<file path="src/rtl/irq_arb_pkg.sv">
package irq_arb_pkg;
  localparam int unsigned BIT_SSW = 1;
  localparam int unsigned BIT_MSW = 3;
  localparam int unsigned BIT_STM = 5;
  localparam int unsigned BIT_MTM = 7;
  localparam int unsigned BIT_SEX = 9;
  localparam int unsigned BIT_MEX = 11;
  localparam int unsigned BIT_COP = 12;
  localparam int unsigned MIN_IRQS = 13;

  localparam logic [31:0] MASK_DELEG = (32'd1 << BIT_SSW) | (32'd1 << BIT_STM) |
                                       (32'd1 << BIT_SEX) | (32'd1 << BIT_COP);
  localparam logic [31:0] MASK_SWPEND = (32'd1 << BIT_SSW) | (32'd1 << BIT_STM);
  localparam logic [31:0] MASK_HWPEND = (32'd1 << BIT_MTM) | (32'd1 << BIT_MEX) |
                                        (32'd1 << BIT_SEX) | (32'd1 << BIT_COP);
  localparam logic [31:0] MASK_IMPL = MASK_DELEG | (32'd1 << BIT_MSW) |
                                      (32'd1 << BIT_MTM) | (32'd1 << BIT_MEX);

  typedef enum logic [2:0] {
    SEL_MPEND = 3'd0,
    SEL_MEN   = 3'd1,
    SEL_DELEG = 3'd2,
    SEL_SPEND = 3'd3,
    SEL_SEN   = 3'd4
  } csr_sel_e;

  localparam logic [1:0] PRIV_U = 2'd0;
  localparam logic [1:0] PRIV_S = 2'd1;
  localparam logic [1:0] PRIV_M = 2'd3;
endpackage

</file>
<file path="src/rtl/irq_csr_regs.sv">
module irq_csr_regs
  import irq_arb_pkg::*;
#(
  parameter int unsigned NIRQ = 16,
  parameter int unsigned XLEN = 32,
  parameter int unsigned OFFW = 4
) (
  input  logic            clk,
  input  logic            rst_n,
  input  logic            irq_mtimer,
  input  logic            irq_mext,
  input  logic            irq_sext,
  input  logic            irq_cop,
  input  logic            csr_we,
  input  logic [2:0]      csr_sel,
  input  logic [XLEN-1:0] csr_wdata,
  output logic [XLEN-1:0] csr_rdata,
  input  logic            mm_we,
  input  logic [OFFW-1:0] mm_off,
  input  logic [7:0]      mm_byte,
  output logic            mm_ack,
  output logic [NIRQ-1:0] pend_q,
  output logic [NIRQ-1:0] en_q,
  output logic [NIRQ-1:0] deleg_q
);
  localparam logic [NIRQ-1:0] DMASK = NIRQ'(MASK_DELEG);
  localparam logic [NIRQ-1:0] SWMASK = NIRQ'(MASK_SWPEND);
  localparam logic [NIRQ-1:0] HWMASK = NIRQ'(MASK_HWPEND);
  localparam logic [NIRQ-1:0] IMASK = NIRQ'(MASK_IMPL);

  logic [NIRQ-1:0] wval, hw_vec, pend_wm, en_wm, pend_d, en_d, deleg_d;
  csr_sel_e sel;

  assign sel  = csr_sel_e'(csr_sel);
  assign wval = csr_wdata[NIRQ-1:0];
  assign mm_ack = mm_we && (mm_off == '0);

  always_comb begin
    hw_vec = '0;
    hw_vec[BIT_MTM] = irq_mtimer;
    hw_vec[BIT_MEX] = irq_mext;
    hw_vec[BIT_SEX] = irq_sext;
    hw_vec[BIT_COP] = irq_cop;
  end

  always_comb begin
    pend_wm = '0;
    en_wm   = '0;
    if (csr_we) begin
      unique case (sel)
        SEL_MPEND: pend_wm = SWMASK;
        SEL_SPEND: pend_wm = SWMASK & deleg_q;
        SEL_MEN:   en_wm   = IMASK;
        SEL_SEN:   en_wm   = IMASK & deleg_q;
        default: ;
      endcase
    end
  end

  always_comb begin
    pend_d = (pend_q & ~HWMASK & ~pend_wm) | (wval & pend_wm) | hw_vec;
    if (mm_ack) pend_d[BIT_MSW] = mm_byte[0];
    en_d    = (en_q & ~en_wm) | (wval & en_wm);
    deleg_d = (csr_we && sel == SEL_DELEG) ? (wval & DMASK) : deleg_q;
  end

  always_ff @(posedge clk or negedge rst_n) begin
    if (!rst_n) begin
      pend_q  <= '0;
      en_q    <= '0;
      deleg_q <= '0;
    end else begin
      pend_q  <= pend_d;
      en_q    <= en_d;
      deleg_q <= deleg_d;
    end
  end

  always_comb begin
    unique case (sel)
      SEL_MPEND: csr_rdata = XLEN'(pend_q);
      SEL_MEN:   csr_rdata = XLEN'(en_q);
      SEL_DELEG: csr_rdata = XLEN'(deleg_q);
      SEL_SPEND: csr_rdata = XLEN'(pend_q & deleg_q);
      SEL_SEN:   csr_rdata = XLEN'(en_q & deleg_q);
      default:   csr_rdata = '0;
    endcase
  end
endmodule

</file>
<file path="src/rtl/irq_qualify.sv">
module irq_qualify
  import irq_arb_pkg::*;
#(
  parameter int unsigned NIRQ = 16
) (
  input  logic [1:0]      priv,
  input  logic            mie_glb,
  input  logic            sie_glb,
  input  logic [NIRQ-1:0] pend,
  input  logic [NIRQ-1:0] en,
  input  logic [NIRQ-1:0] deleg,
  output logic [NIRQ-1:0] elig
);
  logic [NIRQ-1:0] cand;
  logic m_ok, s_ok;

  assign cand = pend & en;
  assign m_ok = (priv < PRIV_M) || (priv == PRIV_M && mie_glb);
  assign s_ok = (priv < PRIV_S) || (priv == PRIV_S && sie_glb);
  assign elig = (cand & ~deleg & {NIRQ{m_ok}}) | (cand & deleg & {NIRQ{s_ok}});
endmodule

</file>
<file path="src/rtl/irq_lowest_pick.sv">
module irq_lowest_pick #(
  parameter int unsigned NIRQ = 16,
  parameter int unsigned CW = $clog2(NIRQ)
) (
  input  logic [NIRQ-1:0] req,
  output logic            found,
  output logic [CW-1:0]   idx
);
  logic [NIRQ:0]   below;
  logic [NIRQ-1:0] first;

  assign below[0] = 1'b0;
  for (genvar i = 0; i < NIRQ; i++) begin : g_chain
    assign first[i]   = req[i] & ~below[i];
    assign below[i+1] = below[i] | req[i];
  end

  assign found = below[NIRQ];

  always_comb begin
    idx = '0;
    for (int i = 0; i < NIRQ; i++)
      if (first[i]) idx = idx | CW'(i);
  end
endmodule

</file>
<file path="src/rtl/irq_arb.sv">
module irq_arb
  import irq_arb_pkg::*;
#(
  parameter int unsigned NIRQ = 16,
  parameter int unsigned XLEN = 32,
  parameter int unsigned OFFW = 4,
  localparam int unsigned CW = $clog2(NIRQ)
) (
  input  logic            clk,
  input  logic            rst_n,
  input  logic [1:0]      priv,
  input  logic            mie_glb,
  input  logic            sie_glb,
  input  logic            irq_mtimer,
  input  logic            irq_mext,
  input  logic            irq_sext,
  input  logic            irq_cop,
  input  logic            csr_we,
  input  logic [2:0]      csr_sel,
  input  logic [XLEN-1:0] csr_wdata,
  output logic [XLEN-1:0] csr_rdata,
  input  logic            mm_we,
  input  logic [OFFW-1:0] mm_off,
  input  logic [7:0]      mm_byte,
  output logic            mm_ack,
  output logic            take,
  output logic [CW-1:0]   cause
);
  if (NIRQ < MIN_IRQS || XLEN < NIRQ) begin : g_bad_cfg
    initial $error("irq_arb: NIRQ must be at least 13 and no wider than XLEN");
  end

  logic [NIRQ-1:0] pend_w, en_w, deleg_w, elig_w;
  logic            found_w;
  logic [CW-1:0]   idx_w;

  irq_csr_regs #(.NIRQ(NIRQ), .XLEN(XLEN), .OFFW(OFFW)) u_regs (
    .clk(clk), .rst_n(rst_n),
    .irq_mtimer(irq_mtimer), .irq_mext(irq_mext), .irq_sext(irq_sext), .irq_cop(irq_cop),
    .csr_we(csr_we), .csr_sel(csr_sel), .csr_wdata(csr_wdata), .csr_rdata(csr_rdata),
    .mm_we(mm_we), .mm_off(mm_off), .mm_byte(mm_byte), .mm_ack(mm_ack),
    .pend_q(pend_w), .en_q(en_w), .deleg_q(deleg_w)
  );

  irq_qualify #(.NIRQ(NIRQ)) u_qual (
    .priv(priv), .mie_glb(mie_glb), .sie_glb(sie_glb),
    .pend(pend_w), .en(en_w), .deleg(deleg_w), .elig(elig_w)
  );

  irq_lowest_pick #(.NIRQ(NIRQ), .CW(CW)) u_pick (
    .req(elig_w), .found(found_w), .idx(idx_w)
  );

  assign take  = found_w;
  assign cause = found_w ? idx_w : '0;
endmodule

</file>
<file path="config.mk">
export PLATFORM = sky130hd
export DESIGN_NAME = irq_arb
export DESIGN_NICKNAME = d
export VERILOG_FILES = /design/src/rtl/irq_arb_pkg.sv /design/src/rtl/irq_csr_regs.sv /design/src/rtl/irq_qualify.sv /design/src/rtl/irq_lowest_pick.sv /design/src/rtl/irq_arb.sv
export SDC_FILE = /design/constraint.sdc
export NUM_CORES = 1
export LEC_CHECK = 0
export BUFFER_PORTS_ARGS = -buffer_cell sky130_fd_sc_hd__buf_2
export CAP_MARGIN = 10
export CORE_MARGIN = 4
export CORE_UTILIZATION = 38
export DETAILED_ROUTE_END_ITERATION = 16
export GPL_ROUTABILITY_DRIVEN = 1
export HOLD_SLACK_MARGIN = 0.06
export PLACE_DENSITY = 0.89
export RECOVER_POWER = 50
export SETUP_SLACK_MARGIN = 0.15
export SYNTH_ARGS = -nofsm -noshare
export SYNTH_HDL_FRONTEND = slang
export SYNTH_SLANG_ARGS = --single-unit
</file>
<file path="constraint.sdc">
create_clock -name clk -period 1.23 [get_ports clk]
set_input_delay 0.1845 -clock clk [delete_from_list [all_inputs] [get_ports clk]]
set_output_delay 0.1845 -clock clk [all_outputs]
set_load 0.01 [all_outputs]
</file>
# Word-level counts from Yosys, hierarchy flattened
# Cells that the tools add are included.
word_totals:
  mem_count: 0
  mem_bits_rw: 0
  register_bits: 36
  mem_bits_ro: 0
  inputBits: 59
  latch_bits: 0
  word_cells: 104
  output_inout_bits: 38
op_classes:
  n_reduce_logical: 8
  div_mod_pow: 0
  shift: 0
  mul: 0
  mux: 22
  add_sub_neg: 0
  bitwise_logic: 63
  order_cmp: 2
  n_eq_ne: 6
op_table:
  columns: ["operator", "n"]
  rows:
  - ["$and A16 B16 Y16", 8]
  - ["$pmux W16 S5", 1]
  - ["$and A16 B13 Y16", 3]
  - ["$or A16 B16 Y16", 3]
  - ["$mux W4", 9]
  - ["$mux W16", 2]
  - ["$not A16 Y16", 2]
  - ["$pmux W13 S2", 1]
  - ["$not A13 Y16", 1]
  - ["$or A16 B13 Y16", 1]
  - ["$and A1 B1 Y1", 15]
  - ["$not A1 Y1", 15]
  - ["$or A1 B1 Y1", 15]
  - ["$mux W3", 4]
  - ["$pmux W6 S2", 1]
  - ["$eq A3 B2 Y1 const B", 2]
  - ["$logic_and A1 B1 Y1", 4]
  - ["$logic_not A4 Y1", 1]
  - ["$mux W2", 2]
  - ["$eq A3 B1 Y1 const B", 1]
  - ["$eq A3 B3 Y1 const B", 1]
  - ["$logic_not A3 Y1", 1]
  - ["$eq A2 B1 Y1 const B", 1]
  - ["$eq A2 B2 Y1 const B", 1]
  - ["other kinds (4)", 6]

# Logic depth before layout (Yosys ltp)
depth:
  depth_word: 23
  depth_mapped: 6
  depth_no_buf: 4

# Hierarchy
# From an unflattened synthesis, not the netlist that was laid out.
hier_totals:
  cells_unflattened: 244
  hier_area_um2: 2070.7
modules_own_cells:
  columns: ["mod", "cells_per_inst", "seq_area_each_um2", "n_inst", "area_each_um2"]
  rows:
  - ["irq_csr_regs", 166, 450.4, 1, 1519.0]
  - ["irq_qualify", 41, 0.0, 1, 302.8]
  - ["irq_lowest_pick", 33, 0.0, 1, 224.0]
  - ["irq_arb", 4, 0.0, 1, 25.0]

# Worst setup path before layout
# OpenSTA, ideal clock, no wires.
synth_timing:
  path_kind: "reg2out"
  from: "reg (tool-made name)"
  to: "out cause[2]"
  required_ps: 1046
  arrival_time_ps: 1228
  path_buffers: 0
  stages_incl_launch_ff: 5
  setup_slack_ps: -182
  cell_sequence: "dfrtp_1 -> and2_1 -> a32oi_2 -> nand3_1 -> a311oi_1"
synth_lines:
  columns: ["element", "line_no", "text"]
  rows:
  - ["end, declared", "irq_arb.sv:27", "output logic [CW-1:0] cause"]

# Final worst setup path
layout_timing:
  from: "reg u_regs.deleg_q[9]"
  to: "out cause[2]"
layout_between:
  elab_chain_cells: 14
  elab_cells_between_ends: 26
  cone_classes: "mux (5); bitwise (21)"
layout_rtl:
  columns: ["element", "line_no", "text"]
  rows:
  - ["start, declared", "irq_csr_regs.sv:24", "output logic [NIRQ-1:0] deleg_q"]
  - ["start signal, assigned", "irq_csr_regs.sv:75", "deleg_q <= deleg_d;"]
  - ["$not A13 Y16", "irq_qualify.sv:20", "assign elig = (cand & ~deleg & {NIRQ{m_ok}}) | (cand & deleg & {NIRQ{s_ok}});"]
  - ["$and A16 B16 Y16 (2 in series)", "irq_qualify.sv:20", null]
  - ["$or A16 B16 Y16 (*)", "irq_qualify.sv:20", null]
  - ["$or A1 B1 Y1 (*) (3 in series)", "irq_lowest_pick.sv:15", "assign below[i+1] = below[i] | req[i];"]
  - ["$or A1 B1 Y1 / $not A1 Y1 (equally long branches)", "irq_lowest_pick.sv:15, irq_lowest_pick.sv:14", null]
  - ["$or A1 B1 Y1, or another cell as far along", "irq_lowest_pick.sv:15", null]
  - ["$not A1 Y1, or another cell as far along", "irq_lowest_pick.sv:14", "assign first[i] = req[i] & ~below[i];"]
  - ["$and A1 B1 Y1, or another cell as far along", "irq_lowest_pick.sv:14", null]
  - ["$mux W4 / $and A1 B1 Y1 (equally long branches)", "irq_lowest_pick.sv:23, irq_lowest_pick.sv:14", null]
  - ["$mux W4", "irq_lowest_pick.sv:23", "if (first[i]) idx = idx | CW'(i);"]
  - ["$mux W4 (*)", "irq_arb.sv:55", "assign cause = found_w ? idx_w : '0;"]
# Mark *: on every way between the ends. The rest lies on a longest branch, timed or not.

==> impl_results.md <==
* CP Class: reg -> out
* Share of cells above drive strength 1 at 48.2%
* Die Span X at 69.9 um
* Final setup viols at 16
* Post-synthesis average cell area at 8.71 sq um
* Startpoint Class: flip-flop
* Slack of the critical path at -0.529 ns
* Starting Density at 39.4%
* # IOs at 97
* CP Launch Point: u_regs.deleg_q[9]
* Final GP Congestion at 0.899
* Slew Limit Fails at 0
* Dpl cells at 281
* Unrepaired setup endpoints after global routing: true
* Peak Freq at 0.568 GHz
* CTS sink count at 18
* H-tree levels at 1
* DPL Wire Length at 3.13 mm
* Max cap viols at 0
* IO buf count at 39
* Yosys warning count at 0
* Most frequent cells in the layout: buf_2, buf_4, conb_1
* Clk buf depth at 2
* Commonest non-fill, non-tap cell in the layout: buf_2
* Reg2reg path depth at 6
* Antenna-violating nets left at 0
* Antenna violations before repair at 0
* Total power at 2.45 mW
* Total Routing Usage GR at 17.7%
* Die height at 69.9 um
* Register area share after synthesis at 31.0%
* Post-synth ARST share at 100%
* VDD IR max at 0.520 mV
* Critical Path Sink Type: output pin
* Root buffer cell: clkbuf_8
* Fill cells at 317
* Inserted Clock Buffers at 3
* Critical Path Sink: cause[2]
* Drt wl/cell at 15.2 um
* Via-to-Cell Ratio at 5.01
* Cell Pwr Density at 1120 mW/mm^2
* Residual DRC at 0
* Post-Syn Instances at 167
* Die area at 0.00488 sq mm
* Post-Syn Area at 0.00145 sq mm
* Number of global-route vias before repair at 1478
* Post-Layout Cell Count at 299
* Count of different cell masters after synthesis at 40
* Hold WC Path Type: in -> reg
* Crit path max fanout at 3
* Worst-skew pair later-pin latency at 0.26 ns
* Grt ovf at 0
* Layout area overhead at 49.8%
* DR iter-0 viols at 64
* Drt first pass iters at 4
* Fin nets at 311
* Period utilisation layout at 143%
* Critical Path AT at 1.57 ns
* Post-Route WL at 4.53 mm
* Fin Hold WS at 0.154 ns
* Vias post-DR at 1499
* Min Tclk post-route at 1.76 ns
* R2R Setup Slk at -0.14 ns
* Post-synth EDFFs at 0
* Lkg Pwr at 1.08 nW
* FF+latch count, synth at 18
* ANT cells at 0
* Clock transition at path regs at 0.07 ns
* Critical path required time at 1.05 ns
* Clock Skew at 0.00391 ns
* FP Rows at 22
* Hold violation total from the final report at 0
* R2r startpoint: u_regs.deleg_q[9]
* Pin count of the biggest net entering global routing at 19
* Status: finished, violations left
* Main synth FF type: dfrtp_1
* Failing checks: negative setup slack
* Core area at 0.00369 sq mm
* CTS tree: done
* Wire length of the first global-routing pass at 7.05 mm
==> Yosys cell counts (2+ instances only) <==
library cell / number / area (sq um)
a21oi_1: 6 / 30.0
and2_1: 3 / 18.8
buf_2: 4 / 20.0
buf_4: 26 / 195
dfrtp_1: 18 / 450
inv_1: 2 / 7.51
mux2_2: 8 / 90.1
mux2i_1: 10 / 100
nand2_1: 17 / 63.8
nand2b_1: 8 / 50.1
nand3_1: 4 / 20.0
nand3b_1: 3 / 22.5
nor2_1: 10 / 37.5
nor2b_1: 10 / 62.6
nor3_1: 3 / 15.0
o21ai_0: 9 / 45.0
o22a_1: 3 / 26.3
==> worst min-delay path by stage <==
stage	start	end	slack, ns	cells after the start
3_3_place_gp	rst_n	async pin	0.13	1
3_5_place_dp	rst_n	async pin	0.14	1
4_1_cts	csr_wdata[3]	flip-flop	0.15	2
2_1_floorplan	rst_n	async pin	-0.11	0
6_report	csr_wdata[3]	flip-flop	0.15	2
5_1_grt	csr_wdata[3]	flip-flop	0.15	2
==> worst max-delay path: stages (launching register included) <==
cell	delay [ns]
dfrtp_1	0.40
nand3b_1	0.14
a32oi_2	0.28
nand3_1	0.12
a311oi_2	0.19
buf_2	0.17
==> routing by layer <==
layer / GRT usage [%] / wire [um]
met4: 4.89 / 136
met1: 21.8 / 1780
met2: 31.1 / 2290
met3: 3.88 / 323
met5: 0 / 0
==> power breakdown <==
part	leakage [nW]	switching [mW]	internal, mW
Clock	0.0288	0.219	0.285
Sequential	0.217	0.110	0.692
Combinational	0.833	0.502	0.637
==> layout make-up <==
cell class / instances / area [sq um] / area share (%)
Inverter: 2 / 7.51 / 0.345
Clock buffer: 4 / 55.1 / 2.53
Multi-Input combinational cell: 140 / 982 / 45.1
Tap cell: 48 / 60.1 / 2.76
Sequential cell: 18 / 453 / 20.8
Timing Repair Buffer: 87 / 621 / 28.5
==> metrics by stage <==
| stage | setup slack (ns) | setup TNS [ns] | instance area [sq um] | utilization [%] |
|---|---|---|---|---|
| 6_report | -0.529 | -4.20 | 2180 | 59.1 |
| 5_1_grt | -0.607 | -5.30 | 2180 | 59.1 |
| 4_1_cts | -0.507 | -3.74 | 2080 | 56.4 |
| 3_5_place_dp | -0.267 | -2.49 | 1890 | 51.2 |
| 3_3_place_gp | -0.209 | -1.72 | 1890 | 51.2 |
| 2_1_floorplan | -0.0506 | -0.132 | 1600 | - |
==> what timing repair did <==
item	in CTS	in global routing
setup buffers	4	5
gates resized for setup	16	14
setup endpoints to repair	17	23
endpoints found under the hold margin	22	0
hold buffers	5	0
pin swaps	7	12
==> cell families (layout without fill, tap and decap cells) <==
| kind of cell | after synthesis | in the layout | synth area share (%) |
|---|---|---|---|
| and+or+nand+nor | 65 | 65 | 23.8 |
| buffers and inverters | 33 | 93 | 16.1 |
| AOI/OAI and AO/OA | 32 | 32 | 15.8 |
| muxes | 18 | 18 | 13.1 |
| DFF | 18 | 18 | 31.0 |
| other | 1 | 25 | 0.258 |
Power figures use the tool's default switching activity.
